$ cat config.mk
export PLATFORM = sky130hd
export DESIGN_NAME = dscan_capture
export DESIGN_NICKNAME = d
export VERILOG_FILES = /design/src/rtl/dscan_pkg.sv /design/src/rtl/dscan_sync.sv /design/src/rtl/dscan_tracker.sv /design/src/rtl/dscan_packer.sv /design/src/rtl/dscan_capture.sv
export SDC_FILE = /design/constraint.sdc
export NUM_CORES = 1
export LEC_CHECK = 0
export ABC_CLOCK_PERIOD_IN_PS = 4100
export BUFFER_PORTS_ARGS = -buffer_cell sky130_fd_sc_hd__buf_2
export CAP_MARGIN = 30
export CORE_AREA = 2 2 88 132
export DETAILED_ROUTE_END_ITERATION = 10
export DIE_AREA = 0 0 90 134
export GPL_TIMING_DRIVEN = 0
export HOLD_SLACK_MARGIN = 0.08
export SLEW_MARGIN = 0
export SYNTH_ARGS = -nofsm -noshare
export SYNTH_HDL_FRONTEND = slang
export SYNTH_SLANG_ARGS = --single-unit
$ cat constraint.sdc
create_clock -name clk -period 4.1 [get_ports clk]
set_input_delay 0.205 -clock clk [delete_from_list [all_inputs] [get_ports clk]]
set_output_delay 0.205 -clock clk [all_outputs]
set_load 0.01 [all_outputs]
$ cat src/rtl/dscan_pkg.sv
package dscan_pkg;
  localparam int unsigned DEF_SAMPLES   = 160;
  localparam int unsigned DEF_HALF_ROWS = 200;
  localparam int unsigned PIX_W         = 8;
  localparam int unsigned NIB_W         = PIX_W / 2;
  localparam int unsigned EV_W          = 3;
  localparam int unsigned EV_BYTE       = 0;
  localparam int unsigned EV_LINE       = 1;
  localparam int unsigned EV_FRAME      = 2;
endpackage

$ cat src/rtl/dscan_sync.sv
module dscan_sync #(
  parameter int unsigned EVW = 3,
  parameter int unsigned DW  = 8
) (
  input  logic           clk,
  input  logic           rst,
  input  logic [EVW-1:0] ev_in,
  input  logic [DW-1:0]  data_in,
  output logic [EVW-1:0] ev_rise,
  output logic [DW-1:0]  data_out
);
  logic [EVW-1:0] ev_s1, ev_s2, ev_s3;
  logic [DW-1:0]  d_s1, d_s2;

  always_ff @(posedge clk) begin
    if (rst) begin
      ev_s1 <= '0;
      ev_s2 <= '0;
      ev_s3 <= '0;
      d_s1  <= '0;
      d_s2  <= '0;
    end else begin
      ev_s1 <= ev_in;
      ev_s2 <= ev_s1;
      ev_s3 <= ev_s2;
      d_s1  <= data_in;
      d_s2  <= d_s1;
    end
  end

  genvar gi;
  generate
    for (gi = 0; gi < EVW; gi++) begin : g_edge
      assign ev_rise[gi] = ev_s2[gi] & ~ev_s3[gi];
    end
  endgenerate

  assign data_out = d_s2;
endmodule

$ cat src/rtl/dscan_tracker.sv
module dscan_tracker #(
  parameter int unsigned SAMPLES   = 160,
  parameter int unsigned HALF_ROWS = 200,
  localparam int unsigned COL_W = $clog2(SAMPLES + 2),
  localparam int unsigned ROW_W = $clog2(HALF_ROWS + 1),
  localparam int unsigned LN_W  = $clog2(HALF_ROWS + 1)
) (
  input  logic             clk,
  input  logic             rst,
  input  logic             sample_ev,
  input  logic             line_ev,
  input  logic             frame_ev,
  output logic             locked,
  output logic             take,
  output logic [COL_W-1:0] col,
  output logic [ROW_W-1:0] row,
  output logic             err_line,
  output logic             err_frame
);
  localparam logic [COL_W-1:0] S_C     = COL_W'(SAMPLES);
  localparam logic [COL_W-1:0] COL_MAX = '1;
  localparam logic [ROW_W-1:0] ROW_LAST = ROW_W'(HALF_ROWS - 1);
  localparam logic [ROW_W-1:0] ROW_AFTER_FRAME = (HALF_ROWS > 1) ? ROW_W'(1) : '0;
  localparam logic [LN_W-1:0]  LN_GOOD = LN_W'(HALF_ROWS - 1);
  localparam logic [LN_W-1:0]  LN_MAX  = '1;

  logic [LN_W-1:0] lines;

  assign take = sample_ev && locked && !line_ev && !frame_ev && (col < S_C);

  always_ff @(posedge clk) begin
    if (rst) begin
      locked    <= 1'b0;
      col       <= '0;
      row       <= '0;
      lines     <= '0;
      err_line  <= 1'b0;
      err_frame <= 1'b0;
    end else if (frame_ev) begin
      locked    <= 1'b1;
      col       <= '0;
      row       <= ROW_AFTER_FRAME;
      lines     <= '0;
      err_line  <= locked && (col != S_C);
      err_frame <= locked && (lines != LN_GOOD);
    end else if (line_ev) begin
      col <= '0;
      row <= (row == ROW_LAST) ? '0 : row + 1'b1;
      if (lines != LN_MAX) lines <= lines + 1'b1;
      if (locked && (col != S_C)) err_line <= 1'b1;
    end else if (sample_ev && (col != COL_MAX)) begin
      col <= col + 1'b1;
    end
  end
endmodule

$ cat src/rtl/dscan_packer.sv
module dscan_packer #(
  parameter int unsigned SAMPLES   = 160,
  parameter int unsigned HALF_ROWS = 200,
  parameter bit          INVERT    = 1'b0,
  parameter int unsigned ADDR_W    = 15,
  localparam int unsigned COL_W = $clog2(SAMPLES + 2),
  localparam int unsigned ROW_W = $clog2(HALF_ROWS + 1)
) (
  input  logic              clk,
  input  logic              rst,
  input  logic              take,
  input  logic [COL_W-1:0]  col,
  input  logic [ROW_W-1:0]  row,
  input  logic [7:0]        bus,
  output logic              wr_en,
  output logic [ADDR_W-1:0] wr_addr,
  output logic [7:0]        wr_data
);
  localparam int unsigned BPR = SAMPLES / 2;
  localparam logic [ADDR_W-1:0] OFF = ADDR_W'(HALF_ROWS * BPR);

  logic [7:0]        pix;
  logic [3:0]        hold_hi, hold_lo;
  logic              pend;
  logic [ADDR_W-1:0] pend_addr, base;
  logic [7:0]        pend_data;

  assign pix  = bus ^ {8{INVERT}};
  assign base = ADDR_W'(int'(row) * BPR + int'(col >> 1));

  always_ff @(posedge clk) begin
    if (rst) begin
      wr_en     <= 1'b0;
      wr_addr   <= '0;
      wr_data   <= '0;
      hold_hi   <= '0;
      hold_lo   <= '0;
      pend      <= 1'b0;
      pend_addr <= '0;
      pend_data <= '0;
    end else begin
      wr_en <= 1'b0;
      pend  <= 1'b0;
      if (pend) begin
        wr_en   <= 1'b1;
        wr_addr <= pend_addr;
        wr_data <= pend_data;
      end
      if (take) begin
        if (!col[0]) begin
          hold_hi <= pix[7:4];
          hold_lo <= pix[3:0];
        end else begin
          wr_en     <= 1'b1;
          wr_addr   <= base;
          wr_data   <= {hold_hi, pix[7:4]};
          pend      <= 1'b1;
          pend_addr <= base + OFF;
          pend_data <= {hold_lo, pix[3:0]};
        end
      end
    end
  end
endmodule

$ cat src/rtl/dscan_capture.sv
module dscan_capture
  import dscan_pkg::*;
#(
  parameter int unsigned SAMPLES   = DEF_SAMPLES,
  parameter int unsigned HALF_ROWS = DEF_HALF_ROWS,
  parameter bit          INVERT    = 1'b0,
  localparam int unsigned ADDR_W = $clog2(2 * HALF_ROWS * (SAMPLES / 2))
) (
  input  logic              clk,
  input  logic              rst,
  input  logic              byte_clk_in,
  input  logic              line_pulse_in,
  input  logic              frame_pulse_in,
  input  logic [7:0]        bus_in,
  output logic              wr_en,
  output logic [ADDR_W-1:0] wr_addr,
  output logic [7:0]        wr_data,
  output logic              err_line,
  output logic              err_frame
);
  localparam int unsigned COL_W = $clog2(SAMPLES + 2);
  localparam int unsigned ROW_W = $clog2(HALF_ROWS + 1);

  logic [EV_W-1:0]  ev_rise;
  logic [PIX_W-1:0] bus_s;
  logic             sample_ev, line_ev, frame_ev, locked, take;
  logic [COL_W-1:0] col;
  logic [ROW_W-1:0] row;

  dscan_sync #(.EVW(EV_W), .DW(PIX_W)) u_sync (
    .clk(clk), .rst(rst),
    .ev_in({frame_pulse_in, line_pulse_in, byte_clk_in}),
    .data_in(bus_in),
    .ev_rise(ev_rise),
    .data_out(bus_s)
  );

  assign sample_ev = ev_rise[EV_BYTE];
  assign line_ev   = ev_rise[EV_LINE];
  assign frame_ev  = ev_rise[EV_FRAME];

  dscan_tracker #(.SAMPLES(SAMPLES), .HALF_ROWS(HALF_ROWS)) u_track (
    .clk(clk), .rst(rst),
    .sample_ev(sample_ev), .line_ev(line_ev), .frame_ev(frame_ev),
    .locked(locked), .take(take), .col(col), .row(row),
    .err_line(err_line), .err_frame(err_frame)
  );

  dscan_packer #(.SAMPLES(SAMPLES), .HALF_ROWS(HALF_ROWS), .INVERT(INVERT),
                 .ADDR_W(ADDR_W)) u_pack (
    .clk(clk), .rst(rst),
    .take(take), .col(col), .row(row), .bus(bus_s),
    .wr_en(wr_en), .wr_addr(wr_addr), .wr_data(wr_data)
  );
endmodule

==> reports/qor.csv, run 1 <==
stage,metric,value,unit
global_route,grt_pass1_vias,3744,
global_route,grtUsageTotal,0.193,
logic_synthesis,yosysTopAreaCell,dfxtp_1,
setup_path,critPathRequiredTime,4.34,ns
cells_and_area,diodes,0,
place,place.gp.congestion,0.817,
setup_path,criticalPathCategory,flop to flop,
route,wl_per_cell,15.2,um
job,maxCapViolCount,0,
cells_and_area,area_growth,15.8,%
clocking,cts_buffer_depth,2,
floorplan,rows,47,
setup_path,r2r-start,u_track.row[3]$_SDFFE_PP0P_,
floorplan,ioPinCount,39,
clocking,postCtsSetupBuffers,0,
power,swShare,0.219,
logic_synthesis,ys.flop_type,dfxtp_1,
global_route,overflow,0,
timing,max-slew-margin-rel,0.432,
power,max-vdd-ir-drop,0.000260,V
logic_synthesis,synth_nets,563,
logic_synthesis,synth_edf_count,0,
logic_synthesis,syn-cell-area,0.00481,mm^2
setup_path,cp.arrival,3.80,ns
floorplan,coreArea,0.0109,mm^2
floorplan,dieArea,0.0121,mm^2
timing,fin_crit_sh,0.868,
hold_path,min_to,u_pack.pend_addr[12]$_SDFFE_PP0P_,
clocking,cts-root-buf,clkbuf_16,
route,first_pass_iters,4,
timing,drv_slew,0,
logic_synthesis,yosysTopAreaCellShare,0.450,
timing,tightest_slew,0.852,ns
hold_path,min_path_cells,3,
hold_path,hold_path.class,primary input to flop,
route,vias_per_cell,5.25,
setup_path,cpPeakStageDelay,0.50,ns
cells_and_area,layout.nets,623,
timing,setup_viol,0,
floorplan,initial_core_util,0.439,
global_route,antenna_found_initial,0,
setup_path,cp-end-kind,flop,
power,power.density,350,mW/mm^2
power,p_clk_frac,0.417,
setup_path,cpLargestDelayFamily,simple AND/OR/NAND/NOR gates,
floorplan,die_w,90,um
clocking,clkTransAtPathRegs,0.07,ns
timing,clock.fmax,281,MHz
floorplan,die_h,134,um
route,wl,11300,um
setup_path,startpoint_type,flop,
timing,final.setup.tns,0,ns
global_route,grt_max_degree,18,
cells_and_area,final_layout_size_suffix_gt1_frac,0.111,
place,placed_area,0.00518,mm^2
setup_path,crit_chain,"ha_1, ha_1, inv_1, fa_1, nand2b_1, a211oi_2, nor3b_2, a21boi_0, or2_0, clkbuf_2, or3_1, a32o_1",
logic_synthesis,synth-seq-area-share,0.450,
setup_path,critPathSlowestCell,dfxtp_1,
timing,min_period,3.56,ns
timing,finalHoldViolations,0,
power,p_leak,2.14,nW
route,antenna_left,0,
logic_synthesis,ys_top_cells_by_area,"dfxtp_1 (45%), ha_1 (5.2%), mux2i_1 (4.8%)",
logic_synthesis,syn_area_per_cell,9.10,um^2
timing,fin_worst_skew,0.0101,ns
clocking,cts.sinks,108,
run_status,status,"finished, final reports clean",
setup_path,cp_num_buf_inv,2,
logic_synthesis,async_flop_share,0,
setup_path,cp_max_fo,8,
power,p_switching,0.000428,W
timing,rsz0062_at_grt,no,
setup_path,r2r_cells,12,
setup_path,ff2ff_setup_slack,0.54,ns
setup_path,cp_common_cell,ha_1,
power,combPwrFrac,0.035,
place,portBuffers,38,
hold_path,min-delay-start,rst,
cells_and_area,fin_area,0.00557,mm^2
logic_synthesis,ys_types,55,
power,internal_power,0.00152,W
route,drc_errors,0,
clocking,cts_buffers,9,
logic_synthesis,synth_warnings,0,
place,dp_hpwl,8170,um
logic_synthesis,synth_cells,528,
logic_synthesis,ys_ff_latch,108,
clocking,clk_latency,0.35,ns
power,seqPwrFrac,0.548,
route,vias,3885,
route,drt_iter0_drc,182,
clocking,htreeDepth,3,
setup_path,r2r_end,u_pack.pend_addr[13]$_SDFFE_PP0P_,
global_route,grt_pass1_wl,18700,um
clocking,cts_tree,done,
state kept, by name, summed over array words and instances, names as in the netlist:
register / flops
u_pack.wr_addr: 15
u_pack.hold_hi: 4
u_sync.ev_s1: 3
u_track.lines: 8
u_pack.hold_lo: 4
u_sync.ev_s3: 3
u_pack.wr_data: 8
u_track.row: 8
u_track.err_line: 1
u_track.locked: 1
u_pack.wr_en: 1
u_pack.pend: 1
u_pack.pend_data: 8
u_pack.pend_addr: 15
u_track.col: 8
u_track.err_frame: 1
u_sync.data_out: 8
u_sync.ev_s2: 3
u_sync.d_s1: 8
cell families (layout without fill, tap and decap cells):
group | count (synthesis) | count (layout) | share of synthesized area
flip-flops | 108 | 108 | 0.450
buffers and inverters | 38 | 103 | 0.0299
AO/OA/AOI/OAI | 99 | 99 | 0.134
XOR/XNOR | 26 | 26 | 0.0502
AND/OR/NAND/NOR | 206 | 206 | 0.214
multiplexers | 29 | 29 | 0.0619
adder cells (fa/ha/maj) | 22 | 22 | 0.0604
how the worst max path moves through the flow:
stage	depth (start not counted)	end	start
floorplan	12	u_pack.pend_addr[13]$_SDFFE_PP0P_	u_track.row[3]$_SDFFE_PP0P_
global route	11	u_pack.pend_addr[13]$_SDFFE_PP0P_	u_track.row[3]$_SDFFE_PP0P_
global placement	12	u_pack.pend_addr[13]$_SDFFE_PP0P_	u_track.row[3]$_SDFFE_PP0P_
finish	12	u_pack.pend_addr[13]$_SDFFE_PP0P_	u_track.row[3]$_SDFFE_PP0P_
CTS	12	u_pack.pend_addr[13]$_SDFFE_PP0P_	u_track.row[3]$_SDFFE_PP0P_
detailed placement	12	u_pack.pend_addr[13]$_SDFFE_PP0P_	u_track.row[3]$_SDFFE_PP0P_
synth_stat cells, drive strengths merged (7+ instances only):
cell and instances:
mux2i 23, inv 14, a211oi 24, xor2 12
nand3 7, nand2 52, nor2b 33, or3 8
xnor2 13, o21ai 13, a21oi 41, nand4 10
nor2 57, ha 20, clkbuf 22, nor3 9
dfxtp 108
layer usage:
metal | GRT usage | wire length, um | vias to the layer above
li1 | - | - | 1960
met1 | 0.223 | 4860 | 1846
met2 | 0.352 | 5890 | 53
met3 | 0.0275 | 239 | 26
met4 | 0.0829 | 295 | 0
met5 | 0 | 0 | -
area by class of cell:
type                            instances  area (um^2)
Buffer                                 24         91.3
Clock buffer                           12          246
Clock inverter                          4         30.0
Fill cell                            1100         5370
Inverter                               14         52.6
Multi-Input combinational cell        382         2500
Sequential cell                       108         2160
Tap cell                              147          184
Timing Repair Buffer                   49          300
placed cells by master, fill, tap and decap left out, types with 10 or more instances in the layout:
master,synthesis,routed
nor2_1,57,57
dlygate4sd3_1,0,11
ha_1,20,20
xor2_1,12,12
a211oi_1,22,22
a21oi_1,41,41
mux2i_1,23,23
clkbuf_1,21,23
xnor2_1,13,13
o21ai_0,12,12
inv_1,14,14
dfxtp_1,108,108
nand2_1,52,52
buf_2,0,38
nor2b_1,33,33
nand4_1,10,10
power groups by stage:
| stage | combinational, W | clock, W | sequential (W) |
|---|---|---|---|
| after floorplan | 0.0000384 | 0 | 0.00109 |
| after global placement | 0.0000605 | 0 | 0.00109 |
| after detailed placement | 0.0000608 | 0 | 0.00109 |
| after CTS | 0.0000690 | 0.000835 | 0.00107 |
| after global routing | 0.0000753 | 0.000879 | 0.00107 |
| final | 0.0000682 | 0.000813 | 0.00107 |
worst min-delay path, delay by kind of cell:
kind,cells,cell delay [ns]
and+or+nand+nor,1,0.20
AOI/OAI and AO/OA,1,0.11
buffers and inverters,1,0.13
per-stage QoR:
stage | total power [W] | hold slack [ns] | worst slack (ns) | utilization | std cells
finish | 0.00195 | 0.360 | 0.543 | 0.509 | 740
global route | 0.00203 | 0.388 | 0.298 | 0.509 | 740
CTS | 0.00197 | 0.353 | 0.548 | 0.509 | 740
detailed placement | 0.00116 | 0.421 | 0.586 | 0.474 | 713
global placement | 0.00115 | 0.414 | 0.645 | 0.474 | 713
floorplan | 0.00113 | 0.333 | 0.924 | - | 528
timing repair:
| action | 4_1_cts | 5_1_grt |
|---|---|---|
| gates resized for setup | 0 | 0 |
| hold endpoints to repair | 11 | 0 |
| hold buffers | 11 | 0 |
No activity file was read; power rests on OpenSTA's default activity.
==> run 2: changes to the inputs <==
--- a/config.mk
+++ b/config.mk
@@ -8,9 +8,10 @@
 export ABC_CLOCK_PERIOD_IN_PS = 4100
 export BUFFER_PORTS_ARGS = -buffer_cell sky130_fd_sc_hd__buf_2
 export CAP_MARGIN = 30
-export CORE_AREA = 2 2 88 132
+export CORE_AREA = 2 2 107 109
 export DETAILED_ROUTE_END_ITERATION = 10
-export DIE_AREA = 0 0 90 134
+export DIE_AREA = 0 0 109 111
+export GPL_ROUTABILITY_DRIVEN = 0
 export GPL_TIMING_DRIVEN = 0
 export HOLD_SLACK_MARGIN = 0.08
 export SLEW_MARGIN = 0
==> run 2 against run 1 <==
Core utilization down 0.51 points. Final cell count down 0.54%. Clock skew down 0.0047 ns.
==> reports/qor.csv, run 2 (synthesis gave the netlist of run 1 again) <==
stage,metric,value,unit
place,place_ws,0.602,ns
floorplan,ioPinCount,39,
timing,min_period,3.53,ns
global_route,grt_max_degree,21,
cells_and_area,layout_common_cells,"dfxtp_1 (108), nor2_1 (57), nand2_1 (52)",
route,antenna_left,0,
clocking,postCtsSetupBuffers,0,
setup_path,criticalPathCategory,flop to flop,
timing,fin_crit_sh,0.861,
timing,clock.fmax,283,MHz
place,portBuffers,38,
route,drc_errors,0,
global_route,antenna_found_initial,0,
cells_and_area,multiInputGateArea,0.00250,mm^2
route,wl,10700,um
clocking,clkTransAtPathRegs,0.07,ns
setup_path,startpoint_type,flop,
place,dp_hpwl,7710,um
clocking,cts_buffers,9,
timing,max-slew-margin-rel,0.449,
place,dp.cells,709,
route,vias_per_cell,5.20,
global_route,grt_pass1_vias,3756,
cells_and_area,final_layout_size_suffix_gt1_frac,0.115,
power,p_leak,2.15,nW
timing,setup_viol,0,
run_status,status,"finished, final reports clean",
setup_path,cp_max_fo,8,
timing,rsz0062_at_grt,no,
power,max-vdd-ir-drop,0.000299,V
timing,fin_worst_skew,0.00535,ns
setup_path,cp-end-kind,flop,
clocking,htreeDepth,3,
global_route,overflow,0,
clocking,cts.sinks,108,
cells_and_area,fill_cells,1053,
cells_and_area,final_common_cell,dfxtp_1,
clocking,cts-root-buf,clkbuf_16,
clocking,cts_buffer_depth,2,
timing,drv_slew,0,
hold_path,hold_path.class,primary input to flop,
cells_and_area,layout.nets,623,
job,maxCapViolCount,0,
route,drt_iter0_drc,242,
cells_and_area,diodes,0,
clocking,clk_latency,0.35,ns
floorplan,die_h,111,um
cells_and_area,area_growth,16.1,%
cells_and_area,fin_cells,736,
floorplan,rows,39,
hold_path,min-delay-start,rst,
floorplan,initial_core_util,0.434,
timing,finalHoldViolations,0,
cells_and_area,seq_area,0.00216,mm^2
cells_and_area,reg.largest.list,"u_pack.pend_addr x15, u_pack.wr_addr x15",
setup_path,startpoint,u_track.row[3]$_SDFFE_PP0P_,
timing,final.setup.worst_slack,0.569,ns
global_route,grtUsageTotal,0.191,
floorplan,coreArea,0.0111,mm^2
power,power.density,356,mW/mm^2
clocking,cts_resized,0,
floorplan,die_w,109,um
route,first_pass_iters,4,
setup_path,cp.arrival,3.77,ns
timing,final.setup.tns,0,ns
timing,tightest_slew,0.826,ns
route,vias,3830,
cells_and_area,utilization,0.504,
route,wl_per_cell,14.6,um
setup_path,critPathRequiredTime,4.34,ns
floorplan,dieArea,0.0121,mm^2
setup_path,r2r-start,u_track.row[3]$_SDFFE_PP0P_,
timing,holdWs,0.315,ns
clocking,cts_tree,done,
global_route,grt_pass1_wl,18300,um
[run 2: cell types whose count changed in the layout (fill, tap and decap cells not counted)]
cell	before	now
clkbuf_1	23	21
clkbuf_8	1	0
clkinv_2	1	0
clkinv_4	0	2
clkinv_8	0	1
inv_8	0	1
[run 2: path summary, 6_finish.rpt]
check | end | slack, ns | depth (start not counted)
setup / recovery | u_pack.pend_addr[13]$_SDFFE_PP0P_ | 0.57 | 12
hold / removal | u_pack.pend_addr[12]$_SDFFE_PP0P_ | 0.32 | 3
setup reg to reg | u_pack.pend_addr[13]$_SDFFE_PP0P_ | 0.57 | 12
hold reg to reg | u_sync.data_out[7]$_SDFF_PP0_ | 0.44 | 1
[run 2: repair_timing]
item / 4_1_cts / 5_1_grt
hold buffers: 11 / 0
hold endpoints to repair: 11 / 0
setup endpoints to repair: 0 / 0
[run 2: cell type report]
| type | count | share of cell area |
|---|---|---|
| Buffer | 24 | 0.0164 |
| Clock buffer | 9 | 0.0403 |
| Clock inverter | 7 | 0.0126 |
| Inverter | 14 | 0.00941 |
| Multi-Input combinational cell | 382 | 0.448 |
| Sequential cell | 108 | 0.387 |
| Tap cell | 143 | 0.0321 |
| Timing Repair Buffer | 49 | 0.0538 |
[run 2: critical path: stages, from the launching register on]
cell	delay [ns]
dfxtp_1	0.49
ha_1	0.30
ha_1	0.24
inv_1	0.08
fa_1	0.47
nand2b_1	0.22
a211oi_2	0.21
nor3b_2	0.30
a21boi_0	0.14
or2_0	0.23
clkbuf_2	0.15
or3_1	0.35
a32o_1	0.25
[run 2: power breakdown]
group           total, W  internal (W)  switching, W
Sequential       0.00107       0.00106    0.00000803
Clock           0.000851      0.000428      0.000422
Combinational  0.0000675     0.0000287     0.0000388
[run 2: layer usage]
metal / global-route usage / wire [um] / share of wire / vias to the layer above
li1: - / - / - / 1962
met1: 0.258 / 5300 / 0.49 / 1800
met2: 0.306 / 4940 / 0.46 / 60
met3: 0.0417 / 391 / 0.036 / 8
met4: 0.0538 / 95 / 0.0089 / 0
met5: 0 / 0 / 0 / -
[run 2: metrics by stage]
stage	area, um^2	power (W)
2_1_floorplan	4810	0.00113
3_3_place_gp	5180	0.00115
3_5_place_dp	5180	0.00116
4_1_cts	5580	0.00201
5_1_grt	5580	0.00206
6_report	5580	0.00199
